--- src/rtl/eth_rxs_pkg.sv ---
package eth_rxs_pkg;
  localparam int STAT_W  = 40;
  localparam int B_PFC   = 39;
  localparam int B_PAUSE = 35;
  localparam int B_CTRL  = 34;
  localparam int B_VLAN  = 33;
  localparam int B_QINQ  = 32;

  localparam logic [15:0] TPID_C     = 16'h8100;
  localparam logic [15:0] TPID_S     = 16'h88A8;
  localparam logic [15:0] ETYPE_MACC = 16'h8808;
  localparam logic [15:0] OPC_PAUSE  = 16'h0001;
  localparam logic [15:0] OPC_PFC    = 16'h0101;

  // Header bytes the parser needs: up to a type plus opcode after two tags.
  localparam int HDR_BYTES = 24;
  localparam int HDR_W     = HDR_BYTES * 8;

  typedef struct packed {
    logic pfc;
    logic pause;
    logic ctrl;
    logic vlan;
    logic qinq;
  } hdr_flags_t;

  function automatic logic [STAT_W-1:0] pack_status(input hdr_flags_t f);
    logic [STAT_W-1:0] w;
    w = '0;
    w[B_PFC]   = f.pfc;
    w[B_PAUSE] = f.pause;
    w[B_CTRL]  = f.ctrl;
    w[B_VLAN]  = f.vlan;
    w[B_QINQ]  = f.qinq;
    return w;
  endfunction
endpackage

--- src/rtl/eth_rxs_hdr_parse.sv ---
module eth_rxs_hdr_parse
  import eth_rxs_pkg::*;
(
  input  logic [HDR_W-1:0] hdr,
  output hdr_flags_t       flags
);
  // Field of two bytes starting at byte index idx, first byte in the top lane.
  function automatic logic [15:0] fld16(input logic [HDR_W-1:0] h, input int idx);
    return h[HDR_W-1-8*idx -: 16];
  endfunction

  logic [15:0] outer_f, mid_f, in_f;
  logic        outer_tag, inner_tag;
  logic [15:0] type_f, opc_f;
  logic        is_ctrl;

  assign outer_f   = fld16(hdr, 12);
  assign mid_f     = fld16(hdr, 16);
  assign in_f      = fld16(hdr, 20);
  assign outer_tag = (outer_f == TPID_C) || (outer_f == TPID_S);
  assign inner_tag = outer_tag && (mid_f == TPID_C);

  always_comb begin
    if (inner_tag) begin
      type_f = in_f;
      opc_f  = fld16(hdr, 22);
    end else if (outer_tag) begin
      type_f = mid_f;
      opc_f  = fld16(hdr, 18);
    end else begin
      type_f = outer_f;
      opc_f  = fld16(hdr, 14);
    end
  end

  assign is_ctrl     = (type_f == ETYPE_MACC);
  assign flags.ctrl  = is_ctrl;
  assign flags.pause = is_ctrl && (opc_f == OPC_PAUSE);
  assign flags.pfc   = is_ctrl && (opc_f == OPC_PFC);
  assign flags.vlan  = outer_tag && !inner_tag;
  assign flags.qinq  = inner_tag;
endmodule

--- src/rtl/eth_rxs_frame_track.sv ---
module eth_rxs_frame_track
  import eth_rxs_pkg::*;
(
  input  logic       clk,
  input  logic       rst_n,
  input  logic       beat_ok,
  input  logic       sop,
  input  logic       eop,
  input  hdr_flags_t flags_now,
  output logic       emit,
  output hdr_flags_t flags_out,
  output logic       in_frame
);
  hdr_flags_t held;
  logic       open_beat, close_beat;

  assign open_beat  = beat_ok && sop;
  assign close_beat = beat_ok && eop;

  always_ff @(posedge clk) begin
    if (!rst_n) begin
      in_frame <= 1'b0;
      held     <= '0;
    end else if (open_beat && !eop) begin
      in_frame <= 1'b1;
      held     <= flags_now;
    end else if (close_beat) begin
      in_frame <= 1'b0;
    end
  end

  assign emit      = close_beat && (sop || in_frame);
  assign flags_out = sop ? flags_now : held;

  // once a packet has reported, no packet is left open
  p_close_after_emit_r2: assert property (@(posedge clk) disable iff (!rst_n)
    emit |=> !in_frame);
  // a held PAUSE flag always comes with the control flag
  p_held_pause_ctrl_r7: assert property (@(posedge clk) disable iff (!rst_n)
    in_frame |-> (!held.pause || held.ctrl));
  // an idle beat neither opens nor closes a packet
  p_idle_keeps_state_r11: assert property (@(posedge clk) disable iff (!rst_n)
    !beat_ok |=> $stable(in_frame));
endmodule

--- src/rtl/eth_rx_frame_status.sv ---
module eth_rx_frame_status
  import eth_rxs_pkg::*;
#(
  parameter int DATA_W = 512
) (
  input  logic              clk,
  input  logic              rst_n,
  input  logic              rx_valid,
  input  logic              rx_sop,
  input  logic              rx_eop,
  input  logic [DATA_W-1:0] rx_data,
  output logic              status_valid,
  output logic [STAT_W-1:0] status_word
);
  localparam int TAIL_W = DATA_W - HDR_W;

  hdr_flags_t parsed, chosen;
  logic       emit, in_frame;

  generate
    if (TAIL_W > 0) begin : g_tail
      logic unused_tail;
      assign unused_tail = ^rx_data[TAIL_W-1:0];
    end
  endgenerate

  eth_rxs_hdr_parse u_parse (
    .hdr   (rx_data[DATA_W-1 -: HDR_W]),
    .flags (parsed)
  );

  eth_rxs_frame_track u_track (
    .clk       (clk),
    .rst_n     (rst_n),
    .beat_ok   (rx_valid),
    .sop       (rx_sop),
    .eop       (rx_eop),
    .flags_now (parsed),
    .emit      (emit),
    .flags_out (chosen),
    .in_frame  (in_frame)
  );

  assign status_valid = emit;
  assign status_word  = emit ? pack_status(chosen) : '0;

  // single and double tag flags are exclusive
  p_tag_excl_r5: assert property (@(posedge clk) disable iff (!rst_n)
    status_valid |-> ($countones(status_word[B_VLAN:B_QINQ]) <= 1));
  // PFC and PAUSE never both, and PFC implies control
  p_pfc_excl_r8: assert property (@(posedge clk) disable iff (!rst_n)
    status_valid |-> !(status_word[B_PFC] && status_word[B_PAUSE]) &&
                     (!status_word[B_PFC] || status_word[B_CTRL]));
  // no strobe on a beat without valid
  p_idle_quiet_r11: assert property (@(posedge clk) disable iff (!rst_n)
    !rx_valid |-> !status_valid);
  // a strobe needs a packet opened now or earlier
  p_strobe_needs_open_r2: assert property (@(posedge clk) disable iff (!rst_n)
    status_valid |-> (rx_sop || in_frame));
endmodule

--- config.mk ---
export PLATFORM = sky130hd
export DESIGN_NAME = eth_rx_frame_status
export DESIGN_NICKNAME = d
export VERILOG_FILES = /design/src/rtl/eth_rxs_pkg.sv /design/src/rtl/eth_rxs_hdr_parse.sv /design/src/rtl/eth_rxs_frame_track.sv /design/src/rtl/eth_rx_frame_status.sv
export SDC_FILE = /design/constraint.sdc
export NUM_CORES = 1
export LEC_CHECK = 0
export BUFFER_PORTS_ARGS = -buffer_cell sky130_fd_sc_hd__buf_2
export CAP_MARGIN = 0
export CORE_AREA = 5 5 214 216
export CTS_CLUSTER_DIAMETER = 40
export DETAILED_ROUTE_END_ITERATION = 6
export DIE_AREA = 0 0 219 221
export GPL_TIMING_DRIVEN = 0
export PLACE_DENSITY = 0.31
export SYNTH_ARGS = -nofsm -noshare
export SYNTH_HDL_FRONTEND = slang
export SYNTH_SLANG_ARGS = --single-unit
--- constraint.sdc ---
create_clock -name clk -period 1.89 [get_ports clk]
set_input_delay 0.0945 -clock clk [delete_from_list [all_inputs] [get_ports clk]]
set_output_delay 0.0945 -clock clk [all_outputs]
set_load 0.01 [all_outputs]
==> flow_summary.json, run 1 <==
{
  "clk_latency_ps": 230,
  "crit_chain": "buf_6, or4_4, or3_4, a21boi_4, o211ai_1, buf_4, o31ai_4, buf_6",
  "grt_pass1_wl_mm": 8.37,
  "p_leak_uw": 0.00107,
  "fin_crit_sh_pct": 116,
  "cts_root_buf": "clkbuf_16",
  "crit_type": "input pin to output port",
  "core_area_um2": 43700,
  "port_buffers": 105,
  "drc": 0,
  "maxCapViolCount": 0,
  "final_area_um2": 2760,
  "dpl_cell_area_um2": 2410,
  "required_ps": 1800,
  "final.setup.tns_ps": -520,
  "grt_start_max_net_pins": 11,
  "viasPerCell": 1.71,
  "setup_viol": 2,
  "cp-end-kind": "output port",
  "cts_sinks": 6,
  "startpoint_type": "input pin",
  "hold_viol": 0,
  "vias": 1513,
  "drt_first_pass_iters": 4,
  "cp.arrival_ps": 2100,
  "maxSlewViolCount": 0,
  "pin_count": 558,
  "clock_skew_ps": 0,
  "path_clk_slew_ps": 40,
  "worstHoldPathType": "input pin to register",
  "htreeDepth": 1,
  "powerDensity_nw_per_um2": 275,
  "finalWeightedCongestion": 0.639,
  "fmax_ghz": 0.456,
  "synthesis.area_um2": 1010,
  "antenna_found_initial": 2,
  "crit_buf_inv": 3,
  "nNetsFinal": 809,
  "fin_ws_ps": -303,
  "synth.distinct_cells": 37,
  "grt.total_usage_pct": 2.27,
  "synth.ff_latch_count": 6,
  "ctsHoldBuffers": 0,
  "clock_path_buffers": 2,
  "dp_hpwl_mm": 5.40,
  "drive_above_1_share_pct": 60.7,
  "fin_util_pct": 6.32,
  "area_delta_synth_final_pct": 172,
  "irDropWorstVdd_mv": 0.156,
  "fillCellCount": 5228,
  "cts_tree": "done",
  "die_h_um": 221,
  "yosys_warnings": 0,
  "grt_remaining_overflow": 0,
  "syn_avg_cell_area_um2": 7.30,
  "cp_slowest_cell": "or4_4",
  "drtIter0Drc": 20,
  "cp_slowest_stage_delay_ps": 580,
  "fin_crit_ps": 2190,
  "start_util_pct": 2.32,
  "yosysSeqAreaShare_pct": 11.8,
  "violations": "setup timing",
  "routedWlPerCell_um": 6.74,
  "outcome": "finished with violations",
  "rsz0062_at_grt": "true",
  "routed_wl_mm": 5.96,
  "cts_buffers": 3,
  "grt_pass1_vias": 1601,
  "cp_max_fo": 3,
  "cp_top_family": "simple AND/OR/NAND/NOR gates",
  "rows": 77,
  "dieWidth_um": 219,
  "ant_nets": 0,
  "die_area_um2": 48400,
  "crit_top_cell": "buf_6",
  "syn_inst": 139
}
[cells in the mapped netlist (all sizes together)]
| master | instances | share of area [%] |
|---|---|---|
| buf | 35 | 26 |
| nor4 | 13 | 9.5 |
| nor2 | 12 | 4.7 |
| nand2 | 9 | 3.3 |
| nor4b | 8 | 6.9 |
| dfxtp | 6 | 12 |
| nand3 | 6 | 3.0 |
| nor3 | 6 | 4.1 |
| a21oi | 5 | 2.5 |
| nand4 | 5 | 3.7 |
| clkbuf | 3 | 1.1 |
| mux2i | 3 | 3.0 |
| o21ai | 3 | 1.5 |
| inv | 2 | 0.74 |
| mux2 | 2 | 2.2 |
| nand3b | 2 | 1.5 |
| o31ai | 2 | 1.5 |
| o41ai | 2 | 1.7 |
| or2 | 2 | 1.2 |
| a21boi | 1 | 1.1 |
| a31o | 1 | 0.86 |
| a32oi | 1 | 0.86 |
| and3b | 1 | 0.86 |
| and4 | 1 | 0.86 |
| conb | 1 | 0.37 |
| nand2b | 1 | 0.62 |
| nand4b | 1 | 0.86 |
| nor2b | 1 | 0.62 |
| nor3b | 1 | 0.74 |
| o211ai | 1 | 0.74 |
| or3 | 1 | 0.62 |
| or4 | 1 | 1.1 |
[flip-flops by register name, summed over array words and instances (netlist names)]
name	cells
u_track.held	5
u_track.in_frame	1
[power by group]
| part | total, uW | switching, uW | leakage (uW) | internal (uW) |
|---|---|---|---|---|
| clock | 352 | 80.0 | 0.0000370 | 272 |
| sequential | 129 | 0.486 | 0.0000485 | 129 |
| combinational | 279 | 123 | 0.000985 | 155 |
| total | 760 | 204 | 0.00107 | 556 |
[repair_timing]
item / CTS / global route
gates resized for setup: 23 / 11
pin swaps: 6 / 7
endpoints found under the setup margin: 8 / 5
buffers inserted: 5 / 4
[layout by cell type (no fill, tap or decap), types with 3 or more instances in the layout]
cell type	n
buf_2	99
buf_4	43
conb_1	35
nor2_1	10
nor4_1	10
nand2_1	9
buf_6	6
dfxtp_1	6
nor4b_1	5
nand3_1	5
a21oi_1	5
nor3_1	4
nand4_1	4
clkbuf_1	3
mux2i_1	3
clkbuf_16	3
[routing by layer]
layer,part of all wire (%),GRT usage (%),routed length (um)
met1,45,2.93,2670
met2,39,3.40,2310
met3,16,1.26,926
met4,0.74,0.365,44
met5,0.22,0,13
[area by class of cell]
class	count	area [um^2]	area share [%]
antenna	2	5.00	0.181
buffer	38	274	9.91
clock buffer	3	75.1	2.72
inverter	2	7.51	0.272
multi-input combinational	127	898	32.5
sequential	6	120	4.35
tap	592	741	26.8
timing repair buffer	114	643	23.3
[path summary, 6_finish.rpt]
kind,start,endpoint,slack [ps],depth (start not counted)
worst min register to register,u_track.held[2],u_track.held[2],450,2
worst max-delay path,rx_data[374],status_word[35],-300,8
worst max register to register,u_track.held[1],u_track.held[1],1300,2
worst min-delay path,rst_n,u_track.in_frame,120,3
[kinds of logic after synthesis]
family / count (synthesis) / share of synthesized area (%)
other: 1 / 0.370
flip-flops: 6 / 11.8
AND/OR/NAND/NOR: 71 / 44.1
multiplexers: 5 / 5.18
buffers and inverters: 40 / 27.7
AO/OA/AOI/OAI: 16 / 10.7
[stage by stage]
| stage | worst slack, ps | power (uW) | std cells | hold WS, ps |
|---|---|---|---|---|
| finish | -303 | 760 | 884 | 118 |
| global route | -373 | 801 | 882 | 146 |
| CTS | -265 | 758 | 878 | 124 |
| detailed placement | -836 | 379 | 870 | 365 |
| global placement | -763 | 377 | 870 | 355 |
| floorplan | 6.19 | 255 | 173 | 208 |
[worst register-to-register path: stages, from the launching register on]
cell and delay, ps:
dfxtp_1 300, a21oi_1 130, nor2_1 50
No activity file was read; power rests on OpenSTA's default activity.
==> run 2: changes to the inputs <==
SETUP_SLACK_MARGIN = 0.1   (was default)
==> run 2 against run 1 <==
The flow still finishes with violations (setup timing); combinational power up 5%; clock power is 1% lower; largest power group unchanged; highest routed layer unchanged; via count increased by 0.40%; clock skew unchanged; sequential power hardly changed; non-clock buffer count fell by 1; core utilization up 0.13 points; first-iteration DRC count is 10% higher; flip-flop and latch count is the same.
==> flow_summary.json, run 2 (synthesis results as in run 1) <==
{
  "whs_ps": 118,
  "routed_wl_mm": 7.28,
  "final_area_um2": 2820,
  "cp_slowest_cell": "or4_4",
  "grt_pass1_wl_mm": 9.32,
  "drtIter0Drc": 22,
  "vias": 1519,
  "cp_slowest_stage_delay_ps": 580,
  "setup_viol": 3,
  "grt.total_usage_pct": 2.70,
  "ant_nets": 0,
  "antenna_found_initial": 8,
  "reg2reg_depth": 2,
  "irDropWorstVdd_mv": 0.217,
  "crit_type": "input pin to output port",
  "fmax_ghz": 0.469,
  "die_h_um": 221,
  "r2r_slack_ps": 1290,
  "die_area_um2": 48400,
  "dp_hpwl_mm": 6.55,
  "fin_crit_ps": 2130,
  "port_buffers": 105,
  "timing.rr.end": "u_track.held[3]",
  "layout_common_cells": "buf_2 (95), buf_4 (45), conb_1 (35), nor2_1 (10), nor4_1 (9)",
  "violations": "setup timing",
  "cts_tree": "done",
  "crit_chain": "buf_6, or4_4, nor4b_4, a31o_4, o211ai_1, o31ai_1, buf_4",
  "cp_top_family": "simple AND/OR/NAND/NOR gates",
  "fin_crit_sh_pct": 113,
  "place_inst": 870,
  "drive_above_1_share_pct": 62.3,
  "cp_max_fo": 4,
  "cts_buffers": 3,
  "drc": 0,
  "largest_reg_flops": 5,
  "outcome": "finished with violations",
  "maxSlewViolCount": 0,
  "required_ps": 1800,
  "cp-startpoint": "rx_data[373]",
  "drt_first_pass_iters": 4,
  "start_util_pct": 2.32,
  "clock_skew_ps": 0,
  "dpl_cell_area_um2": 2420,
  "fin_ws_ps": -240,
  "core_area_um2": 43700,
  "viasPerCell": 1.72,
  "rows": 77,
  "reg2reg_from": "u_track.held[3]",
  "clock_path_buffers": 2,
  "startpoint_type": "input pin",
  "routedWlPerCell_um": 8.25,
  "nNetsFinal": 808,
  "worstHoldPathType": "input pin to register",
  "finalWeightedCongestion": 0.653,
  "final_cells": 882,
  "path_clk_slew_ps": 30,
  "grt_remaining_overflow": 0,
  "grt_pass1_vias": 1512,
  "endpoint": "status_word[39]",
  "reg.largest.list": "u_track.held: 5 flops, u_track.in_frame: 1 flops",
  "crit_buf_inv": 2,
  "cp-end-kind": "output port",
  "grt_start_max_net_pins": 11,
  "regMostFlops": "u_track.held",
  "htreeDepth": 1,
  "cp.arrival_ps": 2040,
  "dieWidth_um": 219,
  "fin_util_pct": 6.45,
  "p_leak_uw": 0.00110,
  "cp.depth": 7,
  "powerDensity_nw_per_um2": 273,
  "cts_sinks": 6,
  "area_delta_synth_final_pct": 178,
  "final_common_cell": "buf_2",
  "cts_root_buf": "clkbuf_16",
  "rsz0062_at_grt": "true",
  "clk_latency_ps": 230,
  "pin_count": 558,
  "maxCapViolCount": 0,
  "hold_viol": 0
}
==> run 2: cell types whose count changed in the layout (fill, tap and decap cells not counted), moves of 2 or more <==
cell     before  now
buf_4        43   45
buf_6         6    8
nand2_1       9    7
buf_2        99   95
nor4b_4       2    4
==> run 2: area by class of cell <==
class / count / area, um^2
plain buffers: 38 / 274
fillers: 5208 / 40900
flip-flops and latches: 6 / 120
diodes: 1 / 2.50
well taps: 592 / 741
clock buffers: 3 / 75.1
repair buffers: 113 / 641
inverters: 2 / 7.51
multi-input cells: 127 / 961
==> run 2: what timing repair did <==
item                       in CTS  in global routing
hold buffers                    0                  0
resized for setup              26                 21
setup endpoints to repair       8                  7
buffers inserted                6                  3
pin swaps                      10                 12
==> run 2: through the flow <==
| stage | TNS (ps) | power [uW] | worst slack, ps |
|---|---|---|---|
| floorplan | 0 | 255 | 103 |
| global placement | -3920 | 378 | -794 |
| detailed placement | -3930 | 381 | -824 |
| CTS | -648 | 761 | -242 |
| global route | -775 | 814 | -308 |
| finish | -501 | 769 | -240 |
==> run 2: worst reg2reg max path, cell delays in order (launching register included) <==
cell,delay (ps)
dfxtp_1,330
nand3_1,100
o41ai_2,70
==> run 2: where the power goes <==
part	internal, uW	switching [uW]	total, uW
combinational	159	133	293
clock	272	75.2	347
sequential	129	0.501	129
total	560	209	769
==> run 2: layer usage <==
layer / wire length [um] / up-vias / global-route usage (%) / share of wire, %
li1: - / 750 / - / -
met1: 3260 / 636 / 3.59 / 45
met2: 2550 / 119 / 3.36 / 35
met3: 1430 / 8 / 2.45 / 20
met4: 14 / 6 / 0.122 / 0.19
met5: 34 / - / 0 / 0.47
==> run 2: worst min path at each step <==
| stage | startpoint | endpoint | cells after the start |
|---|---|---|---|
| after floorplan | rst_n | u_track.in_frame | 2 |
| after detailed placement | rst_n | u_track.in_frame | 3 |
| final | rst_n | u_track.in_frame | 3 |
| after global routing | rst_n | u_track.in_frame | 3 |
| after global placement | rst_n | u_track.in_frame | 3 |
| after CTS | rst_n | u_track.in_frame | 3 |
